<file path="src/rtl/interval_tmr.sv">
module interval_tmr #(
  parameter int          REG_W          = 16,
  parameter int unsigned DEFAULT_PERIOD = 49999,
  parameter bit          HAS_STARTSTOP  = 1'b1,
  parameter bit          PERIOD_WRITABLE = 1'b1
) (
  input  logic             clk,
  input  logic             rst_n,
  input  logic [2:0]       bus_addr,
  input  logic             bus_we,
  input  logic [REG_W-1:0] bus_wdata,
  output logic [REG_W-1:0] bus_rdata,
  output logic             irq
);
  localparam int CNT_W = 2 * REG_W;
  localparam logic [CNT_W-1:0] DEF = CNT_W'(DEFAULT_PERIOD);
  localparam logic [2:0] A_STAT = 3'd0, A_CTRL = 3'd1, A_PLO = 3'd2,
                         A_PHI  = 3'd3, A_SLO  = 3'd4, A_SHI = 3'd5;

  logic [CNT_W-1:0] cnt, per, snap, per_nxt, load_val;
  logic run, to, ito, cont;

  wire wr_per  = bus_we && (bus_addr == A_PLO || bus_addr == A_PHI);
  wire wr_snap = bus_we && (bus_addr == A_SLO || bus_addr == A_SHI);
  wire wr_stat = bus_we && bus_addr == A_STAT;
  wire wr_ctrl = bus_we && bus_addr == A_CTRL;
  wire hit     = run && cnt == '0;

  assign per_nxt  = (bus_addr == A_PLO) ? {per[CNT_W-1:REG_W], bus_wdata}
                                        : {bus_wdata, per[REG_W-1:0]};
  assign load_val = PERIOD_WRITABLE ? per_nxt : DEF;
  assign irq      = to & ito;

  always_ff @(posedge clk or negedge rst_n) begin
    if (!rst_n) begin
      cnt  <= DEF;
      per  <= DEF;
      snap <= '0;
      run  <= !HAS_STARTSTOP;
      to   <= 1'b0;
      ito  <= 1'b0;
      cont <= 1'b0;
    end else begin
      if (wr_per) begin
        if (PERIOD_WRITABLE) per <= per_nxt;
        cnt <= load_val;
      end else if (run) begin
        cnt <= hit ? per : cnt - 1'b1;
      end

      if (!HAS_STARTSTOP)                               run <= 1'b1;
      else if (wr_per)                                  run <= 1'b0;
      else if (wr_ctrl && (bus_wdata[3] | bus_wdata[2])) run <= !bus_wdata[3];
      else if (hit && !cont)                            run <= 1'b0;

      if (hit)          to <= 1'b1;
      else if (wr_stat) to <= 1'b0;

      if (wr_ctrl) {cont, ito} <= bus_wdata[1:0];
      if (wr_snap) snap <= cnt;
    end
  end

  always_comb begin
    bus_rdata = '0;
    case (bus_addr)
      A_STAT:  bus_rdata = {{(REG_W-2){1'b0}}, run, to};
      A_CTRL:  bus_rdata = {{(REG_W-2){1'b0}}, cont, ito};
      A_PLO:   bus_rdata = per[REG_W-1:0];
      A_PHI:   bus_rdata = per[CNT_W-1:REG_W];
      A_SLO:   bus_rdata = snap[REG_W-1:0];
      A_SHI:   bus_rdata = snap[CNT_W-1:REG_W];
      default: bus_rdata = '0;
    endcase
  end

  assert_per_wr_stops_R3: assert property (@(posedge clk) disable iff (!rst_n)
    (HAS_STARTSTOP && wr_per) |=> !run);

  assert_stop_halts_R6: assert property (@(posedge clk) disable iff (!rst_n)
    (HAS_STARTSTOP && wr_ctrl && bus_wdata[3] && !wr_per) |=> !run);

  assert_timeout_reload_R4: assert property (@(posedge clk) disable iff (!rst_n)
    (run && cnt == '0 && !wr_per) |=> (to && cnt == $past(per)));

  assert_snap_no_disturb_R8: assert property (@(posedge clk) disable iff (!rst_n)
    (wr_snap && run && cnt != '0) |=> (cnt == CNT_W'($past(cnt) - 1'b1)));

  assert_fixed_period_R11: assert property (@(posedge clk) disable iff (!rst_n)
    (!PERIOD_WRITABLE && wr_per) |=> cnt == DEF);

  assert_free_run_R10: assert property (@(posedge clk) disable iff (!rst_n)
    !HAS_STARTSTOP |-> run);

  assert_irq_cause_R9: assert property (@(posedge clk) disable iff (!rst_n)
    $rose(irq) |-> ($past(run && cnt == '0) || $past(wr_ctrl && bus_wdata[0])));
endmodule

</file>
<file path="config.mk">
export PLATFORM = sky130hd
export DESIGN_NAME = interval_tmr
export DESIGN_NICKNAME = d
export VERILOG_FILES = /design/src/rtl/interval_tmr.sv
export SDC_FILE = /design/constraint.sdc
export NUM_CORES = 1
export LEC_CHECK = 0
export BUFFER_PORTS_ARGS = -buffer_cell sky130_fd_sc_hd__buf_2
export CAP_MARGIN = 20
export CORE_ASPECT_RATIO = 0.7
export CORE_UTILIZATION = 55
export DETAILED_ROUTE_END_ITERATION = 8
export GPL_TIMING_DRIVEN = 0
export PLACE_DENSITY = 0.78
export RECOVER_POWER = 50
export SLEW_MARGIN = 0
export SYNTH_ARGS = -nofsm -noshare
export SYNTH_HDL_FRONTEND = slang
export SYNTH_SLANG_ARGS = --single-unit
</file>
<file path="constraint.sdc">
create_clock -name clk -period 2.6 [get_ports clk]
set_input_delay 0.26 -clock clk [delete_from_list [all_inputs] [get_ports clk]]
set_output_delay 0.26 -clock clk [all_outputs]
set_load 0.05 [all_outputs]
</file>
==> metrics.cfg, run 1 <==
[logic_synthesis]
synth.area.top_cells=dfrtp_1, mux2_2, dfstp_2
synth_top_area_share_pct=35.78
syn_area_um2=5734
synth_cells=585
ys_ff_latch=100
synth_ff_type=dfrtp_1
ys_seq_area_share_pct=44.03
syn_avg_cell_area_um2=9.802
synth_nets=608
synth_edf_count=0
ys_warn_count=0
synthArstFlopShare_pct=100.0
yosysTopAreaCell=dfrtp_1
ys_types=70
synth_common_cells=dfrtp_1, nand2_1, nor2_1
yosysMostFrequentCell=dfrtp_1

[grt]
grt_pass1_wl_um=31580
grt_start_max_net_pins=52
gr-total-overflow=0
grtUsageTotal_pct=40.94
grt_pass1_vias=5285
antenna_found_initial=0

[sta]
max_freq_mhz=385.9
fin_skew_ps=11.52
rsz0062_at_grt=yes
period_share_pct=99.65
setup_violations=0
finalHoldViolations=0
finalSetupTns_ps=0
tightest_slew_ps=1333
slew_headroom_pct=11.13
finalMaxSlewViolations=0
min_period_ps=2591

[die]
die-width_um=124.0
core_area_um2=9910
start_util_pct=57.87
dieArea_um2=10840
core.rowCount=30
die_y_um=87.43
ioPinCount=39

[worst_setup_path]
cp.buffers_inverters=3
start_kind=register
path_max_fanout=10
critPathSlowestCell=or4_4
r2r_slack_ps=9
worstPathArrival_ps=2780
crit_required_ps=2790
crit_type=reg2reg
critPathCaptureType=register
crit_family=simple AND/OR/NAND/NOR gates
worst_path_largest_cell_delay_ps=610
crit_chain=clkbuf_1, nor4_4, nand4_1, or4_4, buf_12, buf_8, o211ai_2, a31oi_1

[clock_network]
clkSinkCount=100
cts_root_buf=clkbuf_16
clock_latency_ps=360
cts_inserted_buffers=9
cts_max_path_buffers=2
cts_tree=done
cts-htree-levels=3
path_clk_slew_ps=70

[route]
drtPass1Iterations=5
num_vias=5628
wl_per_cell_um=26.34
drt_iter0_markers=789
ant_nets=0
remaining_drc_errors=0
viasPerCell=7.133
routed_wl_um=20780

[power]
cellPowerDensity_nw_per_um2=832.3
power_w=0.005622
p_leak_nw=2.847
irDropWorstVdd_v=0.0003650

[outcome]
outcome=complete, no violations

[cells_and_area]
fillers=809
syn_to_final_growth_pct=17.80
nets=679
final_util_pct=68.17
drive_gt1_share_pct=27.23
antennaDiodeCount=0

[run]
cap_violations=0

[placement]
portBuffers=37
gp_congestion=0.9662
hpwlAfterDp_um=13740

[hold_path]
hp-class=in2reg

-- registers in the layout (all words and copies together) (netlist names) --
register  cells
cont          1
run           1
snap         32
cnt          32
per          32
ito           1
to            1
-- stage by stage --
stage | hold slack, ps | instance area [um2] | setup slack, ps | cells
6_report | 158.9 | 6755 | 8.976 | 789
5_1_grt | 171.8 | 6755 | -43.18 | 789
4_1_cts | 159.5 | 6659 | 1.934 | 783
3_5_place_dp | 335.9 | 6110 | -684.1 | 751
3_3_place_gp | 467.3 | 6080 | -682.3 | 750
2_1_floorplan | -35.59 | 5734 | 140.8 | 585
-- timing repair --
action | in CTS | in global routing
hold buffers | 1 | 0
setup buffers | 14 | 7
pin swaps | 7 | 3
endpoints found under the setup margin | 50 | 39
cloned | 1 | 0
resized for setup | 27 | 11
hold endpoints to repair | 43 | 0
-- per-layer routing --
metal / wire length (um) / share of wire [%] / track usage [%]
met1: 8779 / 42 / 57.97
met2: 8519 / 41 / 56.25
met3: 2798 / 13 / 13.81
met4: 684 / 3.3 / 18.18
met5: 0 / 0 / 0
-- worst register-to-register path, stage by stage (launching register included) --
cell and delay (ps):
dfrtp_1 360, clkbuf_1 220, nor4_4 430, nand4_1 240
or4_4 610, buf_12 170, buf_8 160, o211ai_2 140
a31oi_1 100
-- layout make-up --
cell class	instances	area (um2)	share of cell area [%]
multi-input cells	430	3089	45.73
flip-flops and latches	100	2527	37.41
clock inverters	3	21.27	0.3149
clock buffers	13	270.3	4.001
plain buffers	40	224.0	3.315
repair buffers	61	410.4	6.075
well taps	128	160.2	2.371
inverters	14	52.55	0.7779
-- cells by family after synthesis --
logic type / after synthesis / share of synthesized area, %
buffers and inverters: 55 / 4.146
AND/OR/NAND/NOR: 189 / 16.56
flip-flops: 100 / 44.03
XOR/XNOR: 9 / 1.375
multiplexers: 72 / 13.51
AO/OA/AOI/OAI: 159 / 20.16
adder cells (fa/ha/maj): 1 / 0.2182
-- path summary, 6_finish.rpt --
| path | to | cells after the start | from |
|---|---|---|---|
| max in group asynchronous | cnt[15]$_DFFE_PN1P_ | 3 | rst_n |
| min in group asynchronous | cnt[7]$_DFFE_PN0P_ | 2 | rst_n |
| max reg2reg | cnt[4]$_DFFE_PN0P_ | 8 | cnt[18]$_DFFE_PN0P_ |
| min | per[24]$_DFFE_PN0P_ | 3 | bus_wdata[8] |
| max | cnt[4]$_DFFE_PN0P_ | 8 | cnt[18]$_DFFE_PN0P_ |
| min reg2reg | per[9]$_DFFE_PN1P_ | 2 | per[9]$_DFFE_PN1P_ |
-- layout by cell type (no fill, tap or decap), types with 6 or more instances in the layout --
cell / n
nor2_1: 45
nand2_1: 59
dfstp_2: 18
inv_1: 14
mux2_2: 43
o31a_1: 7
a31oi_1: 16
nand4_1: 7
buf_2: 39
a21oi_1: 11
o221ai_1: 15
o31ai_1: 10
dfrtp_1: 80
o21ai_0: 25
clkbuf_1: 25
clkbuf_16: 9
a221oi_1: 6
nor4_1: 13
buf_4: 21
nor3_1: 11
mux2i_1: 29
o22ai_1: 20
-- power breakdown --
part | internal, W | leakage [nW] | total (W) | switching (W)
clock | 0.000729 | 0.142 | 0.00134 | 0.000609
sequential | 0.00207 | 1.17 | 0.00256 | 0.000494
combinational | 0.000731 | 1.54 | 0.00172 | 0.000992
total | 0.00353 | 2.85 | 0.00562 | 0.00209
Power figures use the tool's default switching activity.
==> run 2: changes to the inputs <==
--- a/config.mk
+++ b/config.mk
@@ -5,13 +5,14 @@
 export SDC_FILE = /design/constraint.sdc
 export NUM_CORES = 1
 export LEC_CHECK = 0
+export ABC_AREA = 1
 export BUFFER_PORTS_ARGS = -buffer_cell sky130_fd_sc_hd__buf_2
 export CAP_MARGIN = 20
 export CORE_ASPECT_RATIO = 0.7
-export CORE_UTILIZATION = 55
+export CORE_UTILIZATION = 56
 export DETAILED_ROUTE_END_ITERATION = 8
 export GPL_TIMING_DRIVEN = 0
-export PLACE_DENSITY = 0.78
+export PLACE_DENSITY = 0.79
 export RECOVER_POWER = 50
 export SLEW_MARGIN = 0
 export SYNTH_ARGS = -nofsm -noshare
==> run 2 against run 1 <==
Net effect: worst setup slack improved by 99 ps; clock skew decreased by 0.86 ps; first-iteration DRC count increased by 7.5%; combinational power increased by 17%; non-clock buffer count decreased by 22; die area increased by 7.5%; routed wire length increased by 9.1%; sequential power increased by 7%; clock power increased by 12%; maximum frequency increased by 4.0%; register-to-register slack improved by 510 ps.
==> metrics.cfg, run 2 <==
[logic_synthesis]
synth_ff_type=dfrtp_1
synth_cells=880
ys_ff_latch=100
syn_area_um2=6284
ys_types=31
synth.area.top_cells=dfrtp_1, nand2_1, nor2_1
synthArstFlopShare_pct=100.0
yosysMostFrequentCell=nand2_1
synth_nets=903
synth_edf_count=0
ys_warn_count=0
ys_seq_area_share_pct=40.18
synth_top_area_share_pct=32.66
synth_common_cells=nand2_1, nor2_1, inv_1
syn_avg_cell_area_um2=7.140
yosysTopAreaCell=dfrtp_1

[grt]
grt_pass1_wl_um=34910
grt_start_max_net_pins=54
use_met3_pct=13.51
grtUsageTotal_pct=40.80
gr-total-overflow=0
antenna_found_initial=0
grt-busiest-layer=met1
met2_usage_pct=55.54
grt_pass1_vias=6143
met1_usage_pct=59.51

[cells_and_area]
biggestRegsByFlops=cnt: 32 flops, per: 32 flops, snap: 32 flops
multi_input_area_um2=3168
final_util_pct=65.73
drive_gt1_share_pct=13.49
register_area_um2=2525
instances_no_fill=1082
nets=952
layout_common_cells=nand2_1, nor2_1, inv_1, dfrtp_1, nand3_1
final_common_cell=nand2_1
syn_to_final_growth_pct=11.17
antennaDiodeCount=0
fillers=968
final_area_um2=6985

[die]
ioPinCount=39
die_y_um=90.63
core_area_um2=10630
start_util_pct=59.12
core.rowCount=31
die-width_um=128.6
dieArea_um2=11650

[sta]
slew_headroom_pct=16.53
max_freq_mhz=401.3
setup_violations=0
min_period_ps=2492
finalMaxSlewViolations=0
setup_ws_ps=108.0
tightest_slew_ps=1252
finalHoldViolations=0
fin_skew_ps=10.66
finalSetupTns_ps=0
period_share_pct=95.85
rsz0062_at_grt=no

[clock_network]
cts_tree=done
post_cts_buffers=0
clock_latency_ps=360
cts_inserted_buffers=9
clkSinkCount=100
cts-htree-levels=3
cts_max_path_buffers=2
path_clk_slew_ps=70
cts_root_buf=clkbuf_16

[worst_setup_path]
r2r_slack_ps=520
crit_required_ps=2340
start_kind=primary input
critPathCaptureType=primary output
reg2reg_depth=9
path_max_fanout=10
crit_type=in2out
reg2reg_to=cnt[0]$_DFFE_PN1P_
worstPathArrival_ps=2230
r2r-start=cnt[0]$_DFFE_PN1P_

[route]
remaining_drc_errors=0
routed_wl_um=22670
drtPass1Iterations=5
wl_per_cell_um=20.95
num_vias=6720
ant_nets=0
viasPerCell=6.211
drt_iter0_markers=848

[placement]
hpwlAfterDp_um=16030
pre_cts_ws_ps=20.11
place_inst=1065
dpl_cell_area_um2=6679
portBuffers=36
gp_congestion=1.024

[hold_path]
hp-class=in2reg
hold_depth=3
min_to=ito$_DFFE_PN0P_
hp-start=bus_wdata[0]

[power]
cellPowerDensity_nw_per_um2=896.4
p_leak_nw=3.413
irDropWorstVdd_v=0.0005205

[outcome]
outcome=complete, no violations

[run]
cap_violations=0

==> run 2: worst max path at each step <==
stage / to / cells past startpoint / start
2_1_floorplan: bus_rdata[11] / 6 / bus_addr[2]
3_3_place_gp: bus_rdata[5] / 6 / bus_addr[0]
3_5_place_dp: bus_rdata[5] / 6 / bus_addr[0]
4_1_cts: bus_rdata[5] / 6 / bus_addr[0]
5_1_grt: per[25]$_DFFE_PN0P_ / 3 / rst_n
6_report: bus_rdata[8] / 7 / bus_addr[0]
==> run 2: stage by stage <==
stage	hold slack [ps]	power, W
2_1_floorplan	-35.59	0.004022
3_3_place_gp	467.4	0.004611
3_5_place_dp	331.5	0.004676
4_1_cts	200.2	0.006154
5_1_grt	215.5	0.006573
6_report	200.9	0.006262
==> run 2: per-layer routing <==
metal | routed length, um | vias up
met3 | 3726 | 71
met2 | 8753 | 574
met4 | 793 | 0
met5 | 0 | -
met1 | 9393 | 3104
li1 | - | 2971
==> run 2: critical path, cell delays in order <==
cell and delay, ps:
buf_2 160, inv_1 200, nand2_2 180, buf_2 290, clkbuf_1 680, o2111ai_1 200
buf_2 250
==> run 2: cell type report <==
cell class	instances	share of cell area [%]
clock buffers	12	3.529
well taps	148	2.651
plain buffers	41	2.973
multi-input cells	637	45.35
clock inverters	4	1.057
inverters	102	5.481
repair buffers	38	2.812
flip-flops and latches	100	36.15
==> run 2: where the power goes <==
part | internal (W) | switching (W) | total, W
Clock | 0.000872 | 0.000627 | 0.00150
Sequential | 0.00216 | 0.000591 | 0.00275
Combinational | 0.000655 | 0.00136 | 0.00201
Total | 0.00369 | 0.00258 | 0.00626
==> run 2: timing repair <==
item / in CTS / in global routing
hold buffers: 1 / 0
resized for setup: 1 / 0
endpoints found under the setup margin: 1 / 0
endpoints found under the hold margin: 37 / 0
==> run 2: logic make-up (layout without fill, tap and decap cells) <==
family | after synthesis | after routing | synth area share (%)
flip-flops | 100 | 100 | 40.18
AND/OR/NAND/NOR | 458 | 458 | 33.13
AO/OA/AOI/OAI | 166 | 166 | 15.41
XOR/XNOR | 12 | 12 | 1.673
adder cells (fa/ha/maj) | 1 | 1 | 0.1991
buffers and inverters | 143 | 197 | 9.399
==> run 3: changes to the inputs <==
--- a/config.mk
+++ b/config.mk
@@ -9,10 +9,11 @@
 export BUFFER_PORTS_ARGS = -buffer_cell sky130_fd_sc_hd__buf_2
 export CAP_MARGIN = 20
 export CORE_ASPECT_RATIO = 0.7
+export CORE_MARGIN = 2
 export CORE_UTILIZATION = 56
 export DETAILED_ROUTE_END_ITERATION = 8
 export GPL_TIMING_DRIVEN = 0
-export PLACE_DENSITY = 0.79
+export PLACE_DENSITY = 0.85
 export RECOVER_POWER = 50
 export SLEW_MARGIN = 0
 export SYNTH_ARGS = -nofsm -noshare
==> run 3 against run 2 <==
Net effect: sequential power rose by 2%; global-route usage fell by 2.0 points; clock-buffer cell count fell by 1; final cell count rose by 0.55%; sequential cell count did not move; core utilization fell by 1.9 points; first-iteration DRC count rose by 16%.
==> metrics.cfg, run 3 (synthesis gave the netlist of run 2 again) <==
[route]
wl_per_cell_um=20.87
num_vias=6723
routed_wl_um=22710
remaining_drc_errors=0
drtPass1Iterations=6
viasPerCell=6.179
ant_nets=0
drt_iter0_markers=986

[worst_setup_path]
r2r-start=cnt[0]$_DFFE_PN1P_
crit_end=bus_rdata[4]
crit_required_ps=2340
start_kind=primary input
path_max_fanout=10
r2r_slack_ps=590
reg2reg_to=cnt[11]$_DFFE_PN0P_
crit_start=bus_addr[1]
worstPathArrival_ps=2170
critPathCaptureType=primary output
crit_type=in2out
reg2reg_depth=10

[hold_path]
hp-class=in2reg

[sta]
finalHoldViolations=0
slew_headroom_pct=26.26
tightest_slew_ps=1106
finalMaxSlewViolations=0
min_period_ps=2427
rsz0062_at_grt=no
finalSetupTns_ps=0
period_share_pct=93.35
max_freq_mhz=412.0
fin_skew_ps=8.913
setup_violations=0

[power]
power_w=0.006501
p_leak_nw=3.423
irDropWorstVdd_v=0.0005581
cellPowerDensity_nw_per_um2=927.8

[clock_network]
clkSinkCount=100
path_clk_slew_ps=80
cts_root_buf=clkbuf_16
cts_tree=done
post_cts_resized=0
clock_latency_ps=360
cts_max_path_buffers=2
post_cts_buffers=0
cts_inserted_buffers=9
cts-htree-levels=3

[placement]
portBuffers=36
gp_congestion=1.041
hpwlAfterDp_um=17000

[die]
start_util_pct=57.28
die-width_um=130.6
core_area_um2=10970
core.rowCount=32
dieArea_um2=12100
die_y_um=92.63
ioPinCount=39

[cells_and_area]
drive_gt1_share_pct=13.60
fillers=1027
nets=952
syn_to_final_growth_pct=11.51
multi_input_area_um2=3166
register_area_um2=2525
final_common_cell=nand2_1
layout_common_cells=nand2_1, nor2_1, inv_1, dfrtp_1, nand3_1
biggestRegsByFlops=cnt: 32 flops, per: 32 flops, snap: 32 flops

[grt]
gr-total-overflow=0
grt_pass1_vias=6051
grtUsageTotal_pct=38.75
grt_pass1_wl_um=34140
antenna_found_initial=0
grt_start_max_net_pins=57

[run]
cap_violations=0

[outcome]
outcome=complete, no violations

==> run 3: cell count changes in the layout (fill, tap and decap cells not counted), sizes merged <==
cell    delta
diode      +1
inv        +1
clkbuf     -2
buf        +1
==> run 3: layout make-up <==
| type | count | share of cell area [%] |
|---|---|---|
| clock buffers | 11 | 3.607 |
| well taps | 153 | 2.732 |
| diodes | 1 | 0.03571 |
| flip-flops and latches | 100 | 36.04 |
| plain buffers | 41 | 2.946 |
| multi-input cells | 637 | 45.18 |
| inverters | 102 | 5.464 |
| clock inverters | 5 | 1.179 |
| repair buffers | 38 | 2.821 |
==> run 3: per-layer routing <==
metal / share of wire, % / wire (um) / up-vias / global-route usage (%)
met3: 18 / 4007 / 68 / 16.12
met4: 2.3 / 528 / 0 / 10.90
met2: 39 / 8827 / 531 / 51.48
met5: 0 / 0 / - / 0
met1: 41 / 9342 / 3157 / 57.38
li1: - / - / 2967 / -
==> run 3: worst min-delay path by stage <==
stage / startpoint / endpoint / depth (start not counted)
after floorplan: rst_n / cnt[10]$_DFFE_PN0P_ / 0
after global placement: snap[10]$_DFFE_PN0P_ / snap[10]$_DFFE_PN0P_ / 2
after detailed placement: rst_n / snap[0]$_DFFE_PN0P_ / 1
after CTS: bus_wdata[13] / per[13]$_DFFE_PN0P_ / 3
after global routing: bus_wdata[2] / run$_DFFE_PN0P_ / 3
final: bus_wdata[13] / per[13]$_DFFE_PN0P_ / 3
==> run 3: repair_timing <==
item,in CTS,in global routing
hold buffers,1,0
endpoints found under the hold margin,33,0
endpoints found under the setup margin,0,0
==> run 3: report_power, final <==
group / leakage, nW / internal (W) / total [W] / switching (W)
Clock: 0.166 / 0.000901 / 0.00153 / 0.000631
Sequential: 1.15 / 0.00216 / 0.00281 / 0.000655
Combinational: 2.11 / 0.000655 / 0.00216 / 0.00150
Total: 3.42 / 0.00371 / 0.00650 / 0.00279
==> run 3: stage by stage <==
stage | util, % | area (um2) | instances | setup slack, ps | hold WS, ps
2_1_floorplan | - | 6284 | 880 | 508.8 | -35.59
3_3_place_gp | 60.66 | 6655 | 1069 | 226.0 | 466.0
3_5_place_dp | 60.94 | 6685 | 1070 | 286.3 | 303.0
4_1_cts | 64.09 | 7030 | 1087 | 270.2 | 203.6
5_1_grt | 63.85 | 7004 | 1087 | 98.25 | 214.1
6_report | 63.87 | 7007 | 1088 | 172.9 | 200.0
==> run 3: critical path, stage by stage <==
cell and delay (ps):
buf_2 160, inv_2 120, nor2_4 150, inv_1 70, nor2_1 530, buf_2 360, nand2_1 70, o2111ai_1 110
buf_2 320
